===== config.mk =====
export PLATFORM = sky130hd
export DESIGN_NAME = wrlvl_responder
export DESIGN_NICKNAME = d
export VERILOG_FILES = /design/src/rtl/wrlvl_pkg.sv /design/src/rtl/wrlvl_cmd_dec.sv /design/src/rtl/wrlvl_mode_ctrl.sv /design/src/rtl/wrlvl_fb_pipe.sv /design/src/rtl/wrlvl_responder.sv
export SDC_FILE = /design/constraint.sdc
export NUM_CORES = 1
export LEC_CHECK = 0
export ABC_AREA = 1
export BUFFER_PORTS_ARGS = -buffer_cell sky130_fd_sc_hd__buf_2
export CAP_MARGIN = 0
export CORE_MARGIN = 2
export CORE_UTILIZATION = 43
export DETAILED_ROUTE_END_ITERATION = 8
export PLACE_DENSITY = 0.81
export RECOVER_POWER = 50
export SYNTH_ARGS = -nofsm -noshare
export SYNTH_HDL_FRONTEND = slang
export SYNTH_SLANG_ARGS = --single-unit
export TNS_END_PERCENT = 50

===== constraint.sdc =====
create_clock -name clk -period 1.9 [get_ports clk]
set_clock_uncertainty 0.15 [all_clocks]
set_input_delay 0.095 -clock clk [delete_from_list [all_inputs] [get_ports clk]]
set_output_delay 0.095 -clock clk [all_outputs]
set_load 0.03 [all_outputs]

===== src/rtl/wrlvl_pkg.sv =====
package wrlvl_pkg;
  typedef struct packed {
    logic cs_n;
    logic ras_n;
    logic cas_n;
    logic we_n;
  } cmd_t;

  localparam int MR1_SEL = 1;
  localparam int LVL_BIT = 7;

  function automatic logic cmd_is_mrs(cmd_t c);
    return ~(c.cs_n | c.ras_n | c.cas_n | c.we_n);
  endfunction
endpackage


===== src/rtl/wrlvl_cmd_dec.sv =====
module wrlvl_cmd_dec #(
  parameter int AW  = 14,
  parameter int BAW = 3
) (
  input  wrlvl_pkg::cmd_t  cmd,
  input  logic [BAW-1:0]   ba,
  input  logic [AW-1:0]    addr,
  output logic             lvl_on,
  output logic             lvl_off
);
  logic mr1_wr;

  always_comb begin
    mr1_wr  = wrlvl_pkg::cmd_is_mrs(cmd) && (ba == BAW'(wrlvl_pkg::MR1_SEL));
    lvl_on  = mr1_wr &  addr[wrlvl_pkg::LVL_BIT];
    lvl_off = mr1_wr & ~addr[wrlvl_pkg::LVL_BIT];
  end
endmodule


===== src/rtl/wrlvl_mode_ctrl.sv =====
module wrlvl_mode_ctrl #(
  parameter int MOD_CYC = 12
) (
  input  logic clk,
  input  logic rst_n,
  input  logic lvl_on,
  input  logic lvl_off,
  output logic active,
  output logic undef
);
  localparam int CW = $clog2(MOD_CYC + 1);

  logic          active_q, active_n;
  logic [CW-1:0] cnt_q, cnt_n;

  always_comb begin
    active_n = active_q;
    cnt_n    = cnt_q;
    if (lvl_on) begin
      active_n = 1'b1;
      cnt_n    = '0;
    end else if (lvl_off && active_q) begin
      active_n = 1'b0;
      cnt_n    = CW'(MOD_CYC);
    end else if (cnt_q != '0) begin
      cnt_n = cnt_q - 1'b1;
    end
  end

  always_ff @(posedge clk or negedge rst_n) begin
    if (!rst_n) begin
      active_q <= 1'b0;
      cnt_q    <= '0;
    end else begin
      active_q <= active_n;
      cnt_q    <= cnt_n;
    end
  end

  assign active = active_q;
  assign undef  = (cnt_q != '0);
endmodule


===== src/rtl/wrlvl_fb_pipe.sv =====
module wrlvl_fb_pipe #(
  parameter int WLO_LAT = 4
) (
  input  logic clk,
  input  logic rst_n,
  input  logic active,
  input  logic odt,
  input  logic dqs,
  input  logic ck_lvl,
  output logic fb_out
);
  logic               dqs_q;
  logic               cap_en;
  logic               fb_n;
  logic [WLO_LAT:0]   dly_q;

  always_comb begin
    cap_en = active & odt & dqs & ~dqs_q;
    if (!active)     fb_n = 1'b0;
    else if (cap_en) fb_n = ck_lvl;
    else             fb_n = dly_q[0];
  end

  always_ff @(posedge clk or negedge rst_n) begin
    if (!rst_n) begin
      dqs_q <= 1'b0;
      dly_q <= '0;
    end else begin
      dqs_q    <= dqs;
      dly_q[0] <= fb_n;
      for (int i = 1; i <= WLO_LAT; i++) begin
        dly_q[i] <= dly_q[i-1];
      end
    end
  end

  assign fb_out = dly_q[WLO_LAT];
endmodule


===== src/rtl/wrlvl_responder.sv =====
module wrlvl_responder #(
  parameter int DQ_W       = 8,
  parameter int PRIME_LANE = 0,
  parameter int AW         = 14,
  parameter int BAW        = 3,
  parameter int WLO_LAT    = 4,
  parameter int MOD_CYC    = 12
) (
  input  logic            clk,
  input  logic            rst_n,
  input  logic            cs_n,
  input  logic            ras_n,
  input  logic            cas_n,
  input  logic            we_n,
  input  logic [BAW-1:0]  ba,
  input  logic [AW-1:0]   addr,
  input  logic            dqs,
  input  logic            ck_lvl,
  input  logic            odt,
  input  logic            all_lanes,
  output logic [DQ_W-1:0] dq,
  output logic            dq_oe,
  output logic            dq_undef
);
  wrlvl_pkg::cmd_t cmd;
  logic            lvl_on, lvl_off;
  logic            active;
  logic            fb_out;

  assign cmd = '{cs_n: cs_n, ras_n: ras_n, cas_n: cas_n, we_n: we_n};

  wrlvl_cmd_dec #(.AW(AW), .BAW(BAW)) u_dec (
    .cmd     (cmd),
    .ba      (ba),
    .addr    (addr),
    .lvl_on  (lvl_on),
    .lvl_off (lvl_off)
  );

  wrlvl_mode_ctrl #(.MOD_CYC(MOD_CYC)) u_ctrl (
    .clk     (clk),
    .rst_n   (rst_n),
    .lvl_on  (lvl_on),
    .lvl_off (lvl_off),
    .active  (active),
    .undef   (dq_undef)
  );

  wrlvl_fb_pipe #(.WLO_LAT(WLO_LAT)) u_pipe (
    .clk     (clk),
    .rst_n   (rst_n),
    .active  (active),
    .odt     (odt),
    .dqs     (dqs),
    .ck_lvl  (ck_lvl),
    .fb_out  (fb_out)
  );

  for (genvar g = 0; g < DQ_W; g++) begin : g_lane
    if (g == PRIME_LANE) begin : g_prime
      assign dq[g] = active & fb_out;
    end else begin : g_other
      assign dq[g] = active & all_lanes & fb_out;
    end
  end

  assign dq_oe = active;
endmodule


# Yosys cells after proc, flatten, opt, wreduce, memory -nomap -nowiden
# Cells that the tools add are included.
classes:
  n_mul: 0
  eq_ne: 2
  addsub: 1
  div_mod_pow: 0
  mux: 7
  n_reduce_logical: 5
  n_shift: 0
  order_cmp: 0
  n_bitwise: 14
op_table:
  columns: ["cell", "count"]
  rows:
  - ["$mux 4", 3]
  - ["$and 1x1->1", 8]
  - ["$mux 1", 4]
  - ["$reduce_bool 4->1", 1]
  - ["$sub 4x1->4 const B", 1]
  - ["$eq 3x1->1 const B", 1]
  - ["$not 1->1", 3]
  - ["$or 1x1->1", 3]
  - ["$reduce_bool 3->1", 1]
  - ["$logic_and 1x1->1", 2]
  - ["$ne 2x1->1 const B", 1]
  - ["$reduce_bool 2->1", 1]
word_totals:
  out_inout_bits: 10
  ramBits: 0
  mem_bits_ro: 0
  word_cells: 34
  inputBits: 27
  latchBits: 0
  mem_count: 0
  reg_bits: 11

# Longest topological paths before layout
# Gate-level depths: netlist of run 1.
logic_depth:
  ltp_word: 9
  ltp_mapped: 7
  depth_no_buf: 7

# Hierarchy
# From an unflattened synthesis of run 1, not the netlist that was laid out.
unflattened:
  cells_unflattened: 71
  area_unflattened_um2: 591.8
modules_own_cells:
  columns: ["mod", "cells_per_inst", "instances", "area_each_um2", "seq_area_each_um2"]
  rows:
  - ["wrlvl_mode_ctrl", 34, 1, 294.0, 125.1]
  - ["wrlvl_fb_pipe", 13, 1, 182.7, 150.1]
  - ["wrlvl_responder", 10, 1, 62.6, 0.0]
  - ["wrlvl_cmd_dec", 14, 1, 52.6, 0.0]

# Worst setup path after synthesis of run 1
# OpenSTA, ideal clock, no wires.
synth_path:
  kind: "flip-flop to output port"
  from: "reg u_ctrl.active_q (netlist: u_ctrl.active)"
  to: "out dq[2]"
  arrival_time_ns: 1.536
  required_time_ns: 1.655
  path_slack_ns: 0.119
  path_stages_with_launch: 4
  path_buffers: 1
  path_cell_list: "dfrtp_1 -> nand2_1 -> nor2_1 -> buf_4"
synth_between:
  elab_chain_cells: 2
synth_lines:
  columns: ["element", "line", "text"]
  rows:
  - ["from (decl)", "wrlvl_mode_ctrl.sv:13", "logic active_q, active_n;"]
  - ["from (signal assigned)", "wrlvl_mode_ctrl.sv:35", "active_q <= active_n;"]
  - ["$and 1x1->1 (2 in a row)", null, null]
  - ["to (decl)", "wrlvl_responder.sv:21", "output logic [DQ_W-1:0] dq,"]
# No other way between the ends.

# Worst setup path after layout of run 1
layout_path:
  from: "reg u_ctrl.active_q (netlist: u_ctrl.active)"
  to: "reg u_pipe.dly_q[0]"
layout_between:
  elab_chain_cells: 4
  elab_cells_between_ends: 5
  cone_classes: "eq/ne (1); mux (1); bitwise (3)"
layout_lines:
  columns: ["element", "line", "text"]
  rows:
  - ["$and 1x1->1 (3 in a row)", "wrlvl_fb_pipe.sv:18", "cap_en = active & odt & dqs & ~dqs_q;"]
  - ["$ne 2x1->1 (no line)", null, null]
  - ["to (signal assigned)", "wrlvl_fb_pipe.sv:30", "dly_q[0] <= fb_n;"]
  - ["to (signal, indexed assignment)", "wrlvl_fb_pipe.sv:32", "dly_q[i] <= dly_q[i-1];"]
  - ["to (decl)", "wrlvl_fb_pipe.sv:15", "logic [WLO_LAT:0] dly_q;"]
# Parallel ways exist; a longest one is shown, timed or not.
# A chain may end at the register's enable or synchronous reset.

==> results by group, run 1 <==
Critical path
  – Worst reg2reg path depth: 5
  – Largest fanout on the critical path: 5
  – CP startpoint kind: flop
  – Critical Setup Path Class: flop to flop
  – Worst stage delay on the critical path: 0.55 ns
  – Cells along the critical path: inv_1 > a31oi_1 > nand2_1 > o21ai_1 > dlygate4sd3_1
  – Reg-to-Reg End: u_pipe.dly_q[0]$_DFFE_PN0P_
  – Crit path DAT: ~1.7 ns
  – Family of cells with the greatest summed delay on the critical path: buffers and inverters
  – Number of buffer and inverter instances along the worst setup path: 2
  – Worst-path cell with the longest stage delay: sky130_fd_sc_hd__dlygate4sd3_1
  – Nature of the critical path endpoint: flop
  – Critical path launch point: u_ctrl.active$_DFFE_PN0P_
  – Worst reg2reg path startpoint: u_ctrl.active$_DFFE_PN0P_
  – Reg2reg setup slack: approximately 0.26 ns
  – Req. time, crit path: between 1.5 and 2 ns

Floorplan
  – Core area: between 0.001 and 0.0015 mm2
  – Floorplan die area: 0.00166 mm2
  – Starting Density: between 40% and 50%
  – Height of the chip: between 40 and 50 um
  – Placement Rows: 13
  – Overall die width: around 41 um
  – Count of boundary I/O pins: 37

Power and ir drop
  – Switching share of total power: 41.5%
  – Internal: 0.565 mW
  – PD cells: ~1300 mW/mm2
  – Static leakage: 0.451 nW
  – Net switching power figure: ~0.40 mW
  – Clock group share of total power: 15.7%
  – Combinational fraction of design power: 46.7%
  – Worst IR drop on VDD: 0.000700 V
  – Seq pwr share: 37.6%

Clock tree
  – TritonCTS Sinks: 11
  – Clock tree from TritonCTS: done
  – Post-CTS Repair Setup Buffers: 0
  – H-tree levels: 1
  – CTS Root Buffer Type: sky130_fd_sc_hd__clkbuf_4
  – Clock Path Buffers: 2
  – Inserted Clock Buffers: 3
  – Clock latency on the worst-skew pair: 0.26 ns
  – Clock edge transition at the registers on the reported setup and hold paths: ~0.060 ns

Timing
  – Fraction of the cycle the final worst path needs: 86.1%
  – Slew at the pin closest to its max-slew limit: 0.561 ns
  – Total negative slack: 0 ns
  – RSZ-0062 raised after global routing: no
  – Minimum period implied by the final worst setup slack: 1.64 ns
  – FMAX: 611 MHz
  – Final setup violating endpoints: 0
  – Rel. slew slack: 62.6%
  – Total count of max-transition violations in the final report: 0
  – Hold Slack: roughly 0.073 ns
  – Final number of hold-violating endpoints: 0

Logic synthesis
  – Sequential share of the synthesized area: 47.3%
  – Synthesized area per cell: between 8 and 9 um2
  – Number of instances in the synthesized netlist: 72
  – Post-synthesis sequential element count: 11
  – Number of warnings reported in the yosys synthesis log: 0
  – Distinct cells, synth: 14
  – Net count after synthesis: 101
  – Netlist area before placement: 582 um2

Drt
  – DR vias: 517
  – Detailed Route Iter0 Violations: 8
  – Wirelength per Cell: 9.48 um
  – Number of remaining DRC errors: 0
  – Detailed Route WL: 1.07 mm
  – Post-route antenna net violation count: 0
  – Vias per inst: about 4.6
  – Detailed Routing Iterations Pass 1: 4

Final layout
  – Net count, final: 128
  – Synthesis-to-layout area growth: 28.0%
  – Number of fill cells in the layout: 114
  – Share of post-route cells with drive strength above 1: 27.6%
  – Count of inserted antenna diode cells: 0

Worst hold path
  – Endpoint of the worst hold path: u_ctrl.cnt_q[3]$_DFFE_PN0P_
  – Worst hold path cell count: 5
  – Hold path startpoint: ba[0]
  – Path class of the lowest-slack min-delay path: primary input to flop

Run status
  – Status: completed

Global route
  – Maximum number of pins on one net before global-route repair: 12
  – Number of global-route vias before repair: 476
  – Total global-route track usage: between 10% and 20%
  – Residual overflow from global routing: 0
  – Number of antenna violations at the first check in global routing: 0
  – Wire length of the first global-routing pass: approximately 1.8 mm

Placed design
  – Quantity of I/O buffers inserted on ports: 23
  – Routability congestion estimate: about 0.75
  – Dpl hpwl: between 800 and 900 um

Flow run
  – Maximum Capacitance Violations: 0
==> state kept, by name, summed over array words and instances (netlist names) <==
register / count
u_pipe.dqs_q: 1
u_pipe.dly_q: 5
u_ctrl.cnt_q: 4
u_ctrl.active: 1
==> cells by family after synthesis <==
logic type / synth area share (%)
AND/OR/NAND/NOR: 24.1
flip-flops: 47.3
adder cells (fa/ha/maj): 4.30
XOR/XNOR: 3.01
AO/OA/AOI/OAI: 4.52
buffers and inverters: 16.8
==> cell type report <==
type | instances | area [um2] | area share, %
inverters | 14 | 52.6 | 7.06
well taps | 15 | 18.8 | 2.52
multi-input cells | 41 | 209 | 28.1
repair buffers | 28 | 163 | 21.8
clock buffers | 4 | 26.3 | 3.53
flip-flops and latches | 11 | 275 | 37.0
==> layer usage <==
layer  vias to the layer above  GRT usage, %  wire (um)
li1                        262             -          -
met1                       229          17.4        423
met2                        24          33.6        573
met3                         2          4.89         67
met4                         0          10.0          6
met5                         -             0          0
==> synth_stat cells <==
cell type,number,area share (%)
sky130_fd_sc_hd__o21ai_0,1,0.86
sky130_fd_sc_hd__nand3_1,3,2.6
sky130_fd_sc_hd__a31oi_1,1,1.1
sky130_fd_sc_hd__nor2_1,8,5.2
sky130_fd_sc_hd__nand3b_1,1,1.3
sky130_fd_sc_hd__nand2_1,17,11
sky130_fd_sc_hd__ha_1,2,4.3
sky130_fd_sc_hd__inv_1,14,9.0
sky130_fd_sc_hd__nand2_4,1,1.9
sky130_fd_sc_hd__xor2_1,2,3.0
sky130_fd_sc_hd__dfrtp_1,11,47
sky130_fd_sc_hd__nor2_2,2,2.2
sky130_fd_sc_hd__buf_4,6,7.7
sky130_fd_sc_hd__o21ai_1,3,2.6
==> worst max path at each step <==
stage,endpoint,slack [ns],depth (start not counted)
2_1_floorplan,dq[2],0.12,3
3_3_place_gp,u_ctrl.cnt_q[0]$_DFFE_PN0P_,0.64,6
3_5_place_dp,u_ctrl.cnt_q[0]$_DFFE_PN0P_,0.61,6
4_1_cts,u_pipe.dly_q[0]$_DFFE_PN0P_,0.29,5
5_1_grt,dq[7],0.17,3
6_report,u_pipe.dly_q[0]$_DFFE_PN0P_,0.26,5
==> placed cells by master (no fill, tap or decap) <==
master	instances
sky130_fd_sc_hd__buf_2	21
sky130_fd_sc_hd__nand2_1	17
sky130_fd_sc_hd__inv_1	14
sky130_fd_sc_hd__dfrtp_1	11
sky130_fd_sc_hd__nor2_1	8
sky130_fd_sc_hd__dlygate4sd3_1	5
sky130_fd_sc_hd__o21ai_1	3
sky130_fd_sc_hd__nand3_1	3
sky130_fd_sc_hd__clkbuf_4	3
sky130_fd_sc_hd__clkbuf_1	3
sky130_fd_sc_hd__nor2_2	2
sky130_fd_sc_hd__xor2_1	2
sky130_fd_sc_hd__ha_1	2
sky130_fd_sc_hd__nand2_4	1
sky130_fd_sc_hd__a31oi_1	1
sky130_fd_sc_hd__nand3b_1	1
sky130_fd_sc_hd__o21ai_0	1
==> power by group through the flow <==
stage	Sequential, mW	Clock, mW	Combinational, mW
6_report	0.363	0.152	0.451
5_1_grt	0.373	0.168	0.517
4_1_cts	0.364	0.161	0.457
3_5_place_dp	0.368	0	0.438
3_3_place_gp	0.362	0	0.417
2_1_floorplan	0.363	0	0.355
==> metrics by stage <==
step | worst slack [ns] | util (%) | power [mW] | std cells | cell area (um2)
floorplan | 0.119 | - | 0.719 | 72 | 582
global placement | 0.640 | 52.2 | 0.779 | 104 | 671
detailed placement | 0.609 | 52.2 | 0.806 | 104 | 671
CTS | 0.294 | 58.1 | 0.981 | 113 | 747
global route | 0.166 | 57.9 | 1.06 | 113 | 744
finish | 0.264 | 57.9 | 0.966 | 113 | 744
==> worst reg2reg max path: stages, from the launching register on <==
cell and delay [ns]:
sky130_fd_sc_hd__dfrtp_1 0.45, sky130_fd_sc_hd__inv_1 0.10, sky130_fd_sc_hd__a31oi_1 0.19, sky130_fd_sc_hd__nand2_1 0.07
sky130_fd_sc_hd__o21ai_1 0.07, sky130_fd_sc_hd__dlygate4sd3_1 0.55
==> repair_timing <==
item / in CTS / in global routing
hold buffers: 5 / 0
endpoints found under the hold margin: 14 / 0
resized for setup: 0 / 0
Power figures use the tool's default switching activity.
==> inputs of run 2 (changes only) <==
- CORE_MARGIN: 2 -> 1.5
- CTS_BUF_LIST: not set -> sky130_fd_sc_hd__clkbuf_16
==> run 2 against run 1 <==
Power grew 22%. Clock power grew 150%. Setup slack gained 0.15 ns. Highest routed layer is now met3. Core utilization grew 2.6 points. Global-route usage shrank 2.0 points. Via count grew 0.19%. Register-to-register slack gained 0.35 ns. Cell count shrank 1.8%.
==> results by group, run 2 (synthesis results as in run 1) <==
Run status
  – Status: completed

Worst hold path
  – Endpoint of the worst hold path: u_ctrl.cnt_q[3]$_DFFE_PN0P_
  – Hold path startpoint: addr[7]
  – Worst hold path cell count: 4 (-1)
  – Path class of the lowest-slack min-delay path: primary input to flop

Final layout
  – Final standard cell count with taps included and fillers excluded: 111 (-1.8%)
  – Synthesis-to-layout area growth: 33.8%
  – Max reg flops: 5 (unchanged)
  – Registers with the highest flip-flop counts: u_pipe.dly_q (5), u_ctrl.cnt_q (4)
  – Count of inserted antenna diode cells: 0 (unchanged)
  – Final Core Density: 60.6% (+2.6 points)
  – Most frequent cells in the layout: 22 x sky130_fd_sc_hd__buf_2, 17 x sky130_fd_sc_hd__nand2_1, 15 x sky130_fd_sc_hd__inv_1
  – Net count, final: 126 (-1.6%)
  – Share of post-route cells with drive strength above 1: 29.2% (+1.6 points)
  – Most common library cell in the layout ignoring fill and taps: sky130_fd_sc_hd__buf_2
  – Largest Register: u_pipe.dly_q

Floorplan
  – Overall die width: 39.8 um (-2.5%)
  – Placement Rows: 13 (unchanged)
  – Height of the chip: 39.8 um (-2.5%)
  – Floorplan die area: 0.00158 mm2 (-4.8%)
  – Core area: 0.00128 mm2 (unchanged)
  – Count of boundary I/O pins: 37 (unchanged)
  – Starting Density: 45.3% (unchanged)

Global route
  – Wire length of the first global-routing pass: 1.64 mm (-11%)
  – Total global-route track usage: 16.0% (-2.0 points)
  – Number of global-route vias before repair: 434 (-8.8%)
  – Number of antenna violations at the first check in global routing: 0 (unchanged)
  – Residual overflow from global routing: 0 (unchanged)
  – Maximum number of pins on one net before global-route repair: 12 (unchanged)

Clock tree
  – CTS Root Buffer Type: sky130_fd_sc_hd__clkbuf_16
  – Inserted Clock Buffers: 3 (unchanged)
  – H-tree levels: 1 (unchanged)
  – Clock Path Buffers: 2 (unchanged)
  – Clock latency on the worst-skew pair: 0.24 ns (-0.02 ns)
  – Clock edge transition at the registers on the reported setup and hold paths: 0.04 ns (-0.02 ns)
  – Clock tree from TritonCTS: done
  – TritonCTS Sinks: 11 (unchanged)

Timing
  – Total count of max-transition violations in the final report: 0 (unchanged)
  – RSZ-0062 raised after global routing: no
  – Fraction of the cycle the final worst path needs: 78.2% (-8.0 points)
  – Minimum period implied by the final worst setup slack: 1.49 ns (-0.151 ns)
  – Final setup violating endpoints: 0 (unchanged)
  – Slew at the pin closest to its max-slew limit: 0.571 ns (+0.00990 ns)
  – Total negative slack: 0 ns (unchanged)
  – Final number of hold-violating endpoints: 0 (unchanged)
  – Rel. slew slack: 61.9% (-0.66 points)
  – FMAX: 673 MHz (+10%)

Placed design
  – Quantity of I/O buffers inserted on ports: 23 (unchanged)
  – Routability congestion estimate: 0.750 (-0.54%)
  – Dpl hpwl: 803 um (-0.63%)
  – Instance count after placement with tap cells included: 104 (unchanged)

Drt
  – Detailed Routing Iterations Pass 1: 3 (-1)
  – Post-route antenna net violation count: 0 (unchanged)
  – Detailed Route Iter0 Violations: 7 (-1)
  – Vias per inst: 4.67 (+2.0%)
  – Number of remaining DRC errors: 0 (unchanged)
  – Wirelength per Cell: 9.26 um (-2.3%)
  – Detailed Route WL: 1.03 mm (-4.0%)
  – DR vias: 518 (+0.19%)

Critical path
  – CP startpoint kind: flop
  – Worst stage delay on the critical path: 0.41 ns (-0.14 ns)
  – Reg-to-Reg End: u_ctrl.cnt_q[0]$_DFFE_PN0P_
  – Reg2reg setup slack: 0.61 ns (+0.35 ns)
  – Largest fanout on the critical path: 7 (+2)
  – Worst reg2reg path startpoint: u_ctrl.cnt_q[0]$_DFFE_PN0P_
  – Worst-path cell with the longest stage delay: sky130_fd_sc_hd__dfrtp_1
  – Req. time, crit path: 1.65 ns (-0.30 ns)
  – Critical Setup Path Class: flop to output port
  – Worst reg2reg path depth: 6 (+1)
  – Number of buffer and inverter instances along the worst setup path: 1 (-1)
  – Crit path DAT: 1.24 ns (-0.45 ns)
  – Cells along the critical path: nand2_1 > nor2_1 > buf_2
  – Nature of the critical path endpoint: output port
  – Family of cells with the greatest summed delay on the critical path: flip-flops

Power and ir drop
  – Worst IR drop on VDD: 0.000631 V (-9.9%)
  – Static leakage: 0.471 nW (+4.6%)
  – Total power draw: 1.18 mW (+22%)
  – PD cells: 1510 mW/mm2 (+17%)

Flow run
  – Maximum Capacitance Violations: 0 (unchanged)
==> run 2: area by class of cell <==
class	instances	area [um2]
clock buffers	3	75.1
clock inverters	1	3.75
fillers	112	507
inverters	14	52.6
multi-input cells	41	209
flip-flops and latches	11	275
well taps	15	18.8
repair buffers	26	144
==> run 2: stage by stage <==
stage / hold WS, ns / cell area (um2) / worst slack, ns
after floorplan: -0.351 / 582 / 0.119
final: 0.0172 / 778 / 0.415
after detailed placement: -0.178 / 671 / 0.610
after global placement: -0.184 / 671 / 0.640
after global routing: 0.0215 / 778 / 0.258
after CTS: 0.0139 / 779 / 0.382
==> run 2: tightest hold or removal path: stages <==
cell and delay, ns:
sky130_fd_sc_hd__buf_2 0.10, sky130_fd_sc_hd__nor2_1 0.04, sky130_fd_sc_hd__nand2_1 0.07, sky130_fd_sc_hd__nand2_1 0.05
==> run 2: worst max path at each step <==
stage                           startpoint                     endpoint  cells after the start
3_5_place_dp   u_ctrl.cnt_q[0]$_DFFE_PN0P_  u_ctrl.cnt_q[0]$_DFFE_PN0P_                      6
3_3_place_gp   u_ctrl.cnt_q[0]$_DFFE_PN0P_  u_ctrl.cnt_q[0]$_DFFE_PN0P_                      6
2_1_floorplan    u_ctrl.active$_DFFE_PN0P_                        dq[2]                      3
5_1_grt          u_ctrl.active$_DFFE_PN0P_                        dq[3]                      3
4_1_cts          u_ctrl.active$_DFFE_PN0P_                        dq[5]                      3
6_report         u_ctrl.active$_DFFE_PN0P_                        dq[5]                      3
==> run 2: what timing repair did <==
item / in CTS / in global routing
endpoints found under the hold margin: 13 / 0
setup endpoints to repair: 0 / 0
hold buffers: 3 / 0
buffers inserted: 0 / 0
gates resized for setup: 0 / 0
==> run 2: power by group <==
group          total [mW]  switching (mW)  internal (mW)  leakage (nW)
Sequential          0.364          0.0484          0.316         0.133
Clock               0.374          0.0988          0.276        0.0423
Combinational       0.440           0.278          0.162         0.296
==> run 2: metal layers <==
layer	global-route usage [%]	vias up	routed length [um]	part of all wire, %
li1	-	259	-	-
met1	16.3	233	431	42
met2	29.9	26	525	51
met3	5.11	0	71	6.9
met4	5.17	0	0	0
met5	0	-	0	0
